===== config.mk =====
export PLATFORM = sky130hd
export DESIGN_NAME = dma_glob_regs
export DESIGN_NICKNAME = d
export VERILOG_FILES = /design/src/rtl/dgr_pkg.sv /design/src/rtl/dgr_decode.sv /design/src/rtl/dgr_plain_bank.sv /design/src/rtl/dgr_status.sv /design/src/rtl/dgr_trace.sv /design/src/rtl/dma_glob_regs.sv
export SDC_FILE = /design/constraint.sdc
export NUM_CORES = 1
export LEC_CHECK = 0
export CORE_UTILIZATION = 25
export CTS_BUF_LIST = sky130_fd_sc_hd__clkbuf_8
export CTS_CLUSTER_DIAMETER = 120
export DETAILED_ROUTE_END_ITERATION = 6
export GPL_TIMING_DRIVEN = 0
export PLACE_DENSITY = 0.49
export SLEW_MARGIN = 20
export SYNTH_ARGS = -nofsm -noshare
export SYNTH_HDL_FRONTEND = slang
export SYNTH_SLANG_ARGS = --single-unit

===== constraint.sdc =====
create_clock -name clk -period 2.33 [get_ports clk]
set_input_delay 0.466 -clock clk [delete_from_list [all_inputs] [get_ports clk]]
set_output_delay 0.466 -clock clk [all_outputs]
set_load 0.005 [all_outputs]

===== src/rtl/dgr_pkg.sv =====
package dgr_pkg;

  localparam int OFF_W = 8;

  typedef enum logic [2:0] {
    SEL_CTRL  = 3'd0,
    SEL_PRIO  = 3'd1,
    SEL_SKIP  = 3'd2,
    SEL_RSIZE = 3'd3,
    SEL_ROFS  = 3'd4,
    SEL_STAT  = 3'd5,
    SEL_NONE  = 3'd7
  } reg_sel_e;

  localparam int NUM_PLAIN = 5;

  // Full 8-bit compare: unaligned offsets fall through to SEL_NONE.
  function automatic reg_sel_e off_to_sel(input logic [OFF_W-1:0] off);
    reg_sel_e s;
    case (off)
      8'h00:   s = SEL_CTRL;
      8'h10:   s = SEL_STAT;
      8'h20:   s = SEL_PRIO;
      8'h30:   s = SEL_SKIP;
      8'h40:   s = SEL_RSIZE;
      8'h50:   s = SEL_ROFS;
      default: s = SEL_NONE;
    endcase
    return s;
  endfunction

endpackage


===== src/rtl/dgr_decode.sv =====
module dgr_decode
  import dgr_pkg::*;
(
  input  logic [OFF_W-1:0] off,
  output reg_sel_e         sel,
  output logic             hit
);
  always_comb begin
    sel = off_to_sel(off);
    hit = (sel != SEL_NONE);
  end
endmodule


===== src/rtl/dgr_plain_bank.sv =====
module dgr_plain_bank #(
  parameter int NUM    = 5,
  parameter int DATA_W = 32
) (
  input  logic                       clk,
  input  logic                       rst_n,
  input  logic [NUM-1:0]             wr_sel,
  input  logic [DATA_W-1:0]          wr_data,
  output logic [NUM-1:0][DATA_W-1:0] q
);
  for (genvar i = 0; i < NUM; i++) begin : g_word
    always_ff @(posedge clk or negedge rst_n) begin
      if (!rst_n)         q[i] <= '0;
      else if (wr_sel[i]) q[i] <= wr_data;
    end
  end
endmodule


===== src/rtl/dgr_status.sv =====
module dgr_status #(
  parameter int DATA_W = 32,
  localparam int FLAG_W = DATA_W / 2
) (
  input  logic              clk,
  input  logic              rst_n,
  input  logic              wr,
  input  logic [DATA_W-1:0] wr_data,
  input  logic [FLAG_W-1:0] set_flags,
  output logic [DATA_W-1:0] q
);
  logic [FLAG_W-1:0] flags_q, mask_q, clr;

  assign clr = wr ? wr_data[FLAG_W-1:0] : '0;

  always_ff @(posedge clk or negedge rst_n) begin
    if (!rst_n) begin
      flags_q <= '0;
      mask_q  <= '0;
    end else begin
      // Set input dominates a same-cycle clear.
      flags_q <= (flags_q & ~clr) | set_flags;
      if (wr) mask_q <= wr_data[DATA_W-1:FLAG_W];
    end
  end

  assign q = {mask_q, flags_q};
endmodule


===== src/rtl/dgr_trace.sv =====
module dgr_trace
  import dgr_pkg::*;
#(
  parameter int DATA_W   = 32,
  parameter bit TRACE_EN = 1'b1
) (
  input  logic              clk,
  input  logic              rst_n,
  input  logic              rd_en,
  input  logic              wr_en,
  input  logic              hit,
  input  logic [OFF_W-1:0]  off,
  input  logic [DATA_W-1:0] wr_data,
  output logic              t_rd,
  output logic              t_wr,
  output logic              t_hit,
  output logic [OFF_W-1:0]  t_off,
  output logic [DATA_W-1:0] t_wdata
);
  if (TRACE_EN) begin : g_on
    always_ff @(posedge clk or negedge rst_n) begin
      if (!rst_n) begin
        t_rd    <= 1'b0;
        t_wr    <= 1'b0;
        t_hit   <= 1'b0;
        t_off   <= '0;
        t_wdata <= '0;
      end else begin
        t_rd    <= rd_en;
        t_wr    <= wr_en;
        t_hit   <= (rd_en | wr_en) & hit;
        t_off   <= (rd_en | wr_en) ? off : '0;
        t_wdata <= wr_en ? wr_data : '0;
      end
    end
  end else begin : g_off
    assign t_rd    = 1'b0;
    assign t_wr    = 1'b0;
    assign t_hit   = 1'b0;
    assign t_off   = '0;
    assign t_wdata = '0;
  end
endmodule


===== src/rtl/dma_glob_regs.sv =====
module dma_glob_regs
  import dgr_pkg::*;
#(
  parameter int DATA_W   = 32,
  parameter bit TRACE_EN = 1'b1,
  localparam int FLAG_W  = DATA_W / 2
) (
  input  logic              clk,
  input  logic              rst_n,
  input  logic              wr_en,
  input  logic [OFF_W-1:0]  reg_off,
  input  logic [DATA_W-1:0] wr_data,
  input  logic              rd_en,
  output logic [DATA_W-1:0] rd_data,
  output logic              rd_valid,
  input  logic [FLAG_W-1:0] set_flags,
  output logic              trace_rd,
  output logic              trace_wr,
  output logic              trace_hit,
  output logic [OFF_W-1:0]  trace_off,
  output logic [DATA_W-1:0] trace_wdata
);
  reg_sel_e                          sel;
  logic                              hit;
  logic [NUM_PLAIN-1:0]              plain_wr;
  logic [NUM_PLAIN-1:0][DATA_W-1:0]  plain_q;
  logic [DATA_W-1:0]                 stat_word;
  logic [DATA_W-1:0]                 rd_mux;

  dgr_decode dec_i (.off(reg_off), .sel(sel), .hit(hit));

  for (genvar i = 0; i < NUM_PLAIN; i++) begin : g_wsel
    assign plain_wr[i] = wr_en && (sel == reg_sel_e'(3'(i)));
  end

  dgr_plain_bank #(.NUM(NUM_PLAIN), .DATA_W(DATA_W)) bank_i (
    .clk(clk), .rst_n(rst_n), .wr_sel(plain_wr), .wr_data(wr_data), .q(plain_q)
  );

  dgr_status #(.DATA_W(DATA_W)) stat_i (
    .clk(clk), .rst_n(rst_n), .wr(wr_en && (sel == SEL_STAT)),
    .wr_data(wr_data), .set_flags(set_flags), .q(stat_word)
  );

  always_comb begin
    rd_mux = '0;
    if (sel == SEL_STAT) rd_mux = stat_word;
    for (int i = 0; i < NUM_PLAIN; i++) begin
      if (sel == reg_sel_e'(3'(i))) rd_mux = plain_q[i];
    end
  end

  always_ff @(posedge clk or negedge rst_n) begin
    if (!rst_n) begin
      rd_valid <= 1'b0;
      rd_data  <= '0;
    end else begin
      rd_valid <= rd_en;
      rd_data  <= rd_en ? rd_mux : '0;
    end
  end

  dgr_trace #(.DATA_W(DATA_W), .TRACE_EN(TRACE_EN)) trc_i (
    .clk(clk), .rst_n(rst_n), .rd_en(rd_en), .wr_en(wr_en), .hit(hit),
    .off(reg_off), .wr_data(wr_data),
    .t_rd(trace_rd), .t_wr(trace_wr), .t_hit(trace_hit),
    .t_off(trace_off), .t_wdata(trace_wdata)
  );
endmodule


==> key figures <==
Synthesis
  • Synthesized instance count: 808
  • Synth unique cells: 34
  • Post-synth ARST share: 1.00
  • Count of warnings emitted by yosys: 0
  • Register area share after synthesis: 0.588
  • Post-Syn Area: 11400 sq um
  • Syn nets: 868
  • Number of flops mapped to enable cells by yosys: 0
  • Primary FF master, synth: dfrtp_1
  • Seq cells post-synth: 267
  • Avg Cell Area, Syn: 14.1 sq um

Route
  • # DRC: 0
  • First-pass iteration count of the detailed router: 4
  • Via-to-Cell Ratio: 4.41
  • Vias: 7172
  • Initial DRC Count: 239
  • Final ANT Viol Nets: 0
  • Drt total wl: 32000 um
  • WL/cell: 19.6 um

Placement
  • Placed Cells: 1536
  • Hpwl dp: 20900 um
  • RePlAce Congestion: 0.709
  • Port Buf Inserts: 133

Timing
  • Worst-Margin Slew: 0.798 ns
  • Rel. slew slack: 0.454
  • Final setup viols: 0
  • Period minus WS final: 2.24 ns
  • Final number of hold-violating endpoints: 0
  • Worst Clk Skew: 0.0282 ns
  • Period utilisation layout: 0.963
  • Max Fclk: 0.446 GHz
  • RSZ-0062 raised after global routing: false
  • Slew Viols, Final: 0
  • Setup TNS: 0 ns

Floorplanning
  • Die area: 46300 sq um
  • Die width: 215 um
  • Placeable Area: 44500 sq um
  • Site Rows: 77
  • Die H: 215 um
  • Initial Util: 0.255
  • IO Pins: 136

GRT
  • Vias in the first global route: 7955
  • Aggregate global-route resource usage: 0.143
  • Antenna violations before repair: 2
  • Total grt overflow: 0
  • Pin count of the biggest net entering global routing: 95
  • Global-route wire length before repair: 49400 um

Cells and area
  • Diode count: 0
  • Nets@finish: 1058
  • Syn-to-layout area delta: 27.8%
  • Layout Cells excl Fill: 1627
  • Commonest non-fill, non-tap cell in the layout: dfrtp_1
  • Most frequent cells in the layout: 267 x dfrtp_1, 132 x clkdlybuf4s50_1, 80 x mux2_1
  • Fraction of layout instances using a drive strength above 1: 0.219

Run status
  • Status: finished, final reports clean

Clock network
  • Clock sinks: 267
  • Clock transition at path regs: 0.06 ns
  • Clock latency on the worst-skew pair: 0.62 ns
  • H-tree depth: 2
  • CTS tree: yes
  • TritonCTS Buffers: 49
  • Longest Clk Path Bufs: 3
  • Root Driver: clkbuf_8

Power and ir drop
  • Net Sw Frac: 0.253
  • Pwr per Cell Area: 695 nW/um^2
  • Clock Power Share: 0.435
  • Switch Pwr: 2.55 mW
  • Combinational power share: 0.079
  • Maximum vdd drop: 0.000295 V
  • Leakage power: 6.78 nW
  • Internal Pwr Total: 7.54 mW
  • Final Power: 10.1 mW
  • Sequential share of power: 0.486

Setup path
  • Crit end category: flop
  • Crit-path max FO: 10
  • R2r endpoint: rd_data[30]
  • Worst R2R Path Depth: 3
  • Crit path from: reg_off[7]
  • Flop2flop setup slack: 1.05 ns
  • CP endpoint: rd_data[30]
  • Critical Path Source Type: primary input
  • Worst Path Required: 2.79 ns
  • R2r startpoint: bank_i.q[62]
  • Crit path DAT: 2.70 ns
  • Kind of critical path: primary input to flop

Worst hold path
  • HP Class: primary input to async pin

Run
  • Maxcap violations: 0
power groups by stage:
stage	Combinational [mW]	Clock, mW	Sequential (mW)
floorplan	0.337	0	4.97
global placement	0.795	0	4.99
detailed placement	0.821	0	4.99
CTS	0.827	4.60	4.91
global route	0.887	4.79	4.93
finish	0.801	4.39	4.91
worst max-delay path, cell delays in order:
cell and delay (ns):
clkdlybuf4s50_1 0.41, or4_1 0.53, buf_2 0.21, or3b_1 0.36, clkbuf_1 0.18, buf_2 0.26, o22ai_1 0.20, a211oi_2 0.09
area by class of cell:
cell class,instances,area [sq um]
plain buffers,61,364
clock buffers,60,826
clock inverters,28,129
fillers,4489,30000
multi-input cells,480,4330
flip-flops and latches,267,6680
well taps,592,741
repair buffers,139,1440
cells in the mapped netlist, drive strengths merged, types with 9 or more instances:
cell | number | area [sq um]
nor2 | 60 | 233
and2 | 32 | 200
nor2b | 9 | 56.3
a21o | 16 | 120
nor3b | 28 | 210
clkbuf | 20 | 75.1
mux2 | 176 | 2090
o2bb2ai | 56 | 490
nand2 | 17 | 63.8
mux2i | 28 | 280
buf | 41 | 288
a22oi | 28 | 210
dfrtp | 267 | 6680
kinds of logic after synthesis:
logic type,after synthesis,share of synthesized area
AO/OA/AOI/OAI,113,0.0805
buffers and inverters,61,0.0319
flip-flops,267,0.588
multiplexers,208,0.217
AND/OR/NAND/NOR,159,0.0823
through the flow:
step / setup WS, ns / hold slack, ns / utilization / area, sq um
2_1_floorplan: 0.132 / 0.170 / - / 11400
3_3_place_gp: -11.47 / 0.462 / 0.302 / 13400
3_5_place_dp: -0.718 / 0.391 / 0.304 / 13500
4_1_cts: 0.0529 / 0.289 / 0.325 / 14500
5_1_grt: 0.0174 / 0.325 / 0.326 / 14500
6_report: 0.0854 / 0.334 / 0.326 / 14500
flip-flops by register name (all words and copies together), names as in the netlist:
| signal | flops |
|---|---|
| bank_i.q | 160 |
| rd_data | 32 |
| trc_i.t_wdata | 32 |
| stat_i.flags_q | 16 |
| stat_i.mask_q | 16 |
| trc_i.t_off | 8 |
| trc_i.t_hit | 1 |
| trc_i.t_rd | 1 |
| trc_i.t_wr | 1 |
worst min path at each step:
stage / depth (start not counted) / to / slack (ns) / startpoint
finish: 2 / trc_i.t_wdata[30] / 0.33 / rst_n
global route: 2 / rd_data[25] / 0.32 / rst_n
CTS: 2 / rd_data[25] / 0.29 / rst_n
global placement: 1 / stat_i.flags_q[6] / 0.46 / stat_i.flags_q[6]
detailed placement: 1 / trc_i.t_wdata[29] / 0.39 / rst_n
floorplan: 0 / bank_i.q[0] / 0.17 / rst_n
per-layer routing:
layer / wire, um / vias to the layer above / track usage
li1: - / 3280 / -
met1: 14600 / 3673 / 0.189
met2: 14800 / 159 / 0.224
met3: 1390 / 58 / 0.0280
met4: 1100 / 2 / 0.0638
met5: 9 / - / 0
repair_timing:
item                                   CTS  global route
setup buffers                            0             2
hold buffers                             1             0
endpoints found under the hold margin   39             0
pin swaps                                0             2
gates resized for setup                  1             3
setup endpoints to repair                1            25
Power figures use the tool's default switching activity.
